[config.mk]
export PLATFORM = sky130hd
export DESIGN_NAME = lrphy_rx_deframer
export DESIGN_NICKNAME = d
export VERILOG_FILES = /design/src/rtl/lrphy_rx_pkg.sv /design/src/rtl/lrphy_rx_zero_run.sv /design/src/rtl/lrphy_rx_pay_track.sv /design/src/rtl/lrphy_rx_deframer.sv
export SDC_FILE = /design/constraint.sdc
export NUM_CORES = 1
export LEC_CHECK = 0
export ABC_AREA = 1
export ABC_CLOCK_PERIOD_IN_PS = 1400
export BUFFER_PORTS_ARGS = -buffer_cell sky130_fd_sc_hd__buf_2
export CAP_MARGIN = 25
export CORE_ASPECT_RATIO = 0.8
export CORE_UTILIZATION = 53
export CTS_CLUSTER_SIZE = 10
export DETAILED_ROUTE_END_ITERATION = 12
export PLACE_DENSITY_LB_ADDON = 0.1
export SETUP_SLACK_MARGIN = 0.4
export SLEW_MARGIN = 20
export SYNTH_ARGS = -nofsm -noshare
export SYNTH_HDL_FRONTEND = slang
export SYNTH_SLANG_ARGS = --single-unit
export TNS_END_PERCENT = 50
[constraint.sdc]
create_clock -name clk -period 1.4 [get_ports clk]
set_clock_uncertainty 0.1 [all_clocks]
set_input_delay 0.07 -clock clk [delete_from_list [all_inputs] [get_ports clk]]
set_output_delay 0.07 -clock clk [all_outputs]
set_load 0.02 [all_outputs]
[src/rtl/lrphy_rx_pkg.sv]
package lrphy_rx_pkg;
    localparam int OCTET_W = 8;

    typedef enum logic [1:0] {
        ST_HUNT    = 2'd0,
        ST_HEADER  = 2'd1,
        ST_PAYLOAD = 2'd2
    } rx_state_e;
endpackage

[src/rtl/lrphy_rx_zero_run.sv]
// Saturating counter of consecutive zero octets seen while hunting.
module lrphy_rx_zero_run #(
    parameter int PRE_MIN = 1
) (
    input  logic clk,
    input  logic rst_n,
    input  logic clr,
    input  logic step,
    input  logic is_zero,
    output logic armed
);
    localparam int CNT_W = (PRE_MIN < 1) ? 1 : $clog2(PRE_MIN + 1);
    localparam logic [CNT_W-1:0] CNT_TOP = CNT_W'(PRE_MIN);

    logic [CNT_W-1:0] run_q;

    always_ff @(posedge clk) begin
        if (!rst_n || clr) begin
            run_q <= '0;
        end else if (step) begin
            if (!is_zero)
                run_q <= '0;
            else if (run_q != CNT_TOP)
                run_q <= run_q + 1'b1;
        end
    end

    assign armed = (run_q >= CNT_TOP);
endmodule

[src/rtl/lrphy_rx_pay_track.sv]
// Tracks remaining payload octets and the next buffer address.
module lrphy_rx_pay_track #(
    parameter int LEN_W = 7
) (
    input  logic             clk,
    input  logic             rst_n,
    input  logic             load,
    input  logic [LEN_W-1:0] len,
    input  logic             step,
    output logic [LEN_W-1:0] addr,
    output logic             last
);
    logic [LEN_W-1:0] remain_q;
    logic [LEN_W-1:0] addr_q;

    always_ff @(posedge clk) begin
        if (!rst_n) begin
            remain_q <= '0;
            addr_q   <= '0;
        end else if (load) begin
            remain_q <= len;
            addr_q   <= LEN_W'(1);
        end else if (step) begin
            remain_q <= remain_q - 1'b1;
            addr_q   <= addr_q + 1'b1;
        end
    end

    assign addr = addr_q;
    assign last = (remain_q == LEN_W'(1));
endmodule

[src/rtl/lrphy_rx_deframer.sv]
module lrphy_rx_deframer
    import lrphy_rx_pkg::*;
#(
    parameter logic [7:0] SFD     = 8'hA7,
    parameter int         PRE_MIN = 1,
    parameter int         LEN_W   = 7
) (
    input  logic             clk,
    input  logic             rst_n,
    input  logic             in_valid,
    input  logic [7:0]       in_octet,
    input  logic             sync_lost,
    output logic             buf_we,
    output logic [LEN_W-1:0] buf_addr,
    output logic [7:0]       buf_wdata,
    output logic [LEN_W-1:0] frame_len,
    output logic             frame_start,
    output logic             frame_end,
    output logic             frame_err
);
    rx_state_e state_q, state_d;

    logic             accept;
    logic             hunt_step, sfd_hit, armed;
    logic             hdr_take, hdr_ok, hdr_zero;
    logic             pay_take, pay_last, abort;
    logic [LEN_W-1:0] hdr_len, pay_addr;

    assign accept    = in_valid && !sync_lost;
    assign hdr_len   = in_octet[LEN_W-1:0];
    assign hunt_step = accept && (state_q == ST_HUNT);
    assign sfd_hit   = hunt_step && (in_octet == SFD) && armed;
    assign hdr_take  = accept && (state_q == ST_HEADER);
    assign hdr_ok    = hdr_take && (hdr_len != '0);
    assign hdr_zero  = hdr_take && (hdr_len == '0);
    assign pay_take  = accept && (state_q == ST_PAYLOAD);
    assign abort     = sync_lost && (state_q != ST_HUNT);

    lrphy_rx_zero_run #(.PRE_MIN(PRE_MIN)) u_zero_run (
        .clk     (clk),
        .rst_n   (rst_n),
        .clr     (sync_lost),
        .step    (hunt_step),
        .is_zero (in_octet == 8'h00),
        .armed   (armed)
    );

    lrphy_rx_pay_track #(.LEN_W(LEN_W)) u_pay_track (
        .clk   (clk),
        .rst_n (rst_n),
        .load  (hdr_ok),
        .len   (hdr_len),
        .step  (pay_take),
        .addr  (pay_addr),
        .last  (pay_last)
    );

    always_comb begin
        state_d = state_q;
        if (abort) begin
            state_d = ST_HUNT;
        end else begin
            unique case (state_q)
                ST_HUNT:    if (sfd_hit) state_d = ST_HEADER;
                ST_HEADER:  if (hdr_take) state_d = hdr_ok ? ST_PAYLOAD : ST_HUNT;
                ST_PAYLOAD: if (pay_take && pay_last) state_d = ST_HUNT;
                default:    state_d = ST_HUNT;
            endcase
        end
    end

    always_ff @(posedge clk) begin
        if (!rst_n) state_q <= ST_HUNT;
        else        state_q <= state_d;
    end

    always_ff @(posedge clk) begin
        if (!rst_n) begin
            buf_we      <= 1'b0;
            buf_addr    <= '0;
            buf_wdata   <= '0;
            frame_len   <= '0;
            frame_start <= 1'b0;
            frame_end   <= 1'b0;
            frame_err   <= 1'b0;
        end else begin
            buf_we      <= hdr_ok || pay_take;
            buf_addr    <= hdr_ok ? '0 : pay_addr;
            buf_wdata   <= in_octet;
            frame_start <= hdr_ok;
            frame_end   <= pay_take && pay_last;
            frame_err   <= abort || hdr_zero;
            if (pay_take && pay_last)
                frame_len <= pay_addr;
        end
    end
endmodule

==> results.ini <==
[worst_setup_path]
critPathTopFamily = simple AND/OR/NAND/NOR gates
cpMostUsedCell = nor2_1
reg2reg_slack_ns = 0.01
critical_path.max_fanout = 7
critPathLaunchType = flop
slowest_stage = dfxtp_2
max_stage_delay_ns = 0.34
crit_required_ns = 1.53
worst-setup-path-type = flop to flop
path_cells = inv_4 -> ha_4 -> inv_2 -> nor2_4 -> nand4_4 -> inv_8 -> nor2_1 -> nor2_1
cp-end-kind = flop
worst-path-buf-inv = 3
cp.arrival_ns = 1.52

[clock_tree]
cts_sinks = 43
cts_buffers = 5
insertion_delay_ns = 0.29
postCtsHoldBufs = 10
clockBufferDepth = 2
htree_levels = 2
cts_tree = done
clock_tree.root_cell = clkbuf_8
clk_pin_slew_ns = 0.08

[timing]
holdWs_ns = -0.00943
rsz0062_at_grt = yes
finalCriticalPeriod_ns = 1.39
tns_ns = 0
tightest_slew_ns = 0.413
worst_slack_ns = 0.0126
maxSlewHeadroom_pct = 72.4
drv_slew = 0
setup_violations = 0
max_freq_mhz = 721
period_share_pct = 99.1
finalHoldViolCount = 1

[floorplanning]
die_w_um = 68.3
ios = 38
core-area_sq_mm = 0.00322
row_count = 18
die_y_um = 55.1
start_util_pct = 57.9
fp.dieArea_sq_mm = 0.00376

[finish]
layout_common_cells = nand2_1, nor2_1, dfxtp_1, buf_2, inv_1
synthToLayoutAreaGrowth_pct = 41.8
stdcell_area_sq_mm = 0.00265
diodes = 0
layout.nets = 331
fillers = 201
layout_commonest_cell = nand2_1
drive_gt1_share_pct = 38.6

[outcome]
status = complete, but fails checks
violations = negative hold slack

[route]
ant_nets = 0
vias = 1871
wl_um = 4860
viasPerCell = 5.26
wl_per_cell_um = 13.6
first_pass_iters = 4
initialDrtViolationCount = 166
drc = 0

[global_routing]
grt_pass1_vias = 1521
grt_pass1_wl_um = 6980
grt_antenna_before_repair = 0
overflow = 0
grt_max_degree = 16
track_usage_pct = 26.0

[placed_design]
postPlaceCellArea_sq_mm = 0.00212
place.detailed.hpwl_um = 2860
io_buffers = 37
routabilityCongestion = 0.938
post-place-ws_ns = 0.0408

[yosys]
synth_area_sq_mm = 0.00187
yosysWarnings = 0
yosysSeqAreaShare_pct = 46.1
avgSynthCellArea_sq_um = 7.52
synth.distinct_cells = 25
syn_inst = 248
synth_fp_nets = 263
ys_seq_elements = 43

[flow_run]
cap_viol_max_count = 0

[power_and_ir_drop]
powerDensity_mw_per_mm2 = 868
max-vdd-ir-drop_uv = 681
leakagePower_nw = 1.25

[min_path]
hold_path_class = input port to flop

-- kinds of logic (layout without fill, tap and decap cells) --
| kind of cell | Yosys count | count (layout) | synth area share, % |
|---|---|---|---|
| compound gates | 25 | 25 | 7.04 |
| xor+xnor | 1 | 1 | 0.470 |
| fa+ha+maj | 3 | 3 | 2.01 |
| buf+inv | 42 | 108 | 9.32 |
| flops | 43 | 43 | 46.1 |
| simple gates | 134 | 136 | 35.0 |
-- per-stage QoR --
stage,utilization (%),power (mW),cells
floorplan,-,1.33,248
global placement,65.9,1.38,325
detailed placement,65.9,1.38,325
CTS,76.9,2.30,353
global route,82.1,2.38,356
finish,82.1,2.30,356
-- cells in the mapped netlist, drive strengths merged --
library cell   n  area [sq um]
nand2         48           218
nor2          53           239
nor3b          1          7.51
nor3           4          20.0
or2            1          6.26
inv           37           139
o21ai         12          60.1
clkbuf         2          7.51
dfxtp         43           861
o21bai         1          7.51
xor2           1          8.76
a21oi         12          63.8
buf            3          27.5
nand4          6          52.6
nand3         21           110
ha             3          37.5
-- report_power, final --
group / switching, mW / total, mW / internal, mW
combinational: 0.0887 / 0.144 / 0.0557
sequential: 0.00202 / 1.23 / 1.23
clock: 0.399 / 0.922 / 0.523
-- flip-flops by register name, indices dropped and copies added, names as in the netlist --
signal and count:
frame_end 1, buf_we 1, state_q 2, buf_wdata 8
buf_addr 7, u_pay_track.remain_q 7, frame_err 1, frame_start 1
u_pay_track.addr 7, frame_len 7, u_zero_run.run_q 1
-- final cells by class --
class                           instances  area [sq um]  share of cell area [%]
Sequential cell                        43           881                    33.3
Multi-Input combinational cell        165          1010                    38.4
Clock buffer                            6          72.6                    2.74
Inverter                               37           159                    6.01
Clock inverter                          1          30.0                    1.14
Tap cell                               40          50.0                    1.89
Timing Repair Buffer                   64           438                    16.6
-- metal layers --
metal / global-route usage (%) / share of wire (%) / vias up
met5: 0 / 0 / -
met4: 8.68 / 1.9 / 0
met3: 6.56 / 6.2 / 14
met2: 41.3 / 46 / 73
met1: 34.4 / 46 / 862
li1: - / - / 922
-- tightest hold or removal path, delay by kind of cell --
family	cells	cell delay [ns]
compound gates	1	0.06
simple gates	1	0.09
buf+inv	1	0.12
-- path summary, 6_finish.rpt --
kind	start	end	cells past startpoint
max	u_pay_track.remain_q[1]	frame_len[5]	8
min	sync_lost	frame_err	3
max reg2reg	u_pay_track.remain_q[1]	frame_len[5]	8
min reg2reg	u_pay_track.addr[1]	buf_addr[1]	2
-- what timing repair did --
action | CTS | global route
pin swaps | 9 | 34
gates resized for setup | 17 | 46
hold endpoints to repair | 11 | 1
setup buffers | 9 | 3
cloned | 2 | 0
endpoints found under the setup margin | 35 | 39
Note: power is estimated with default switching activity, not from simulation.
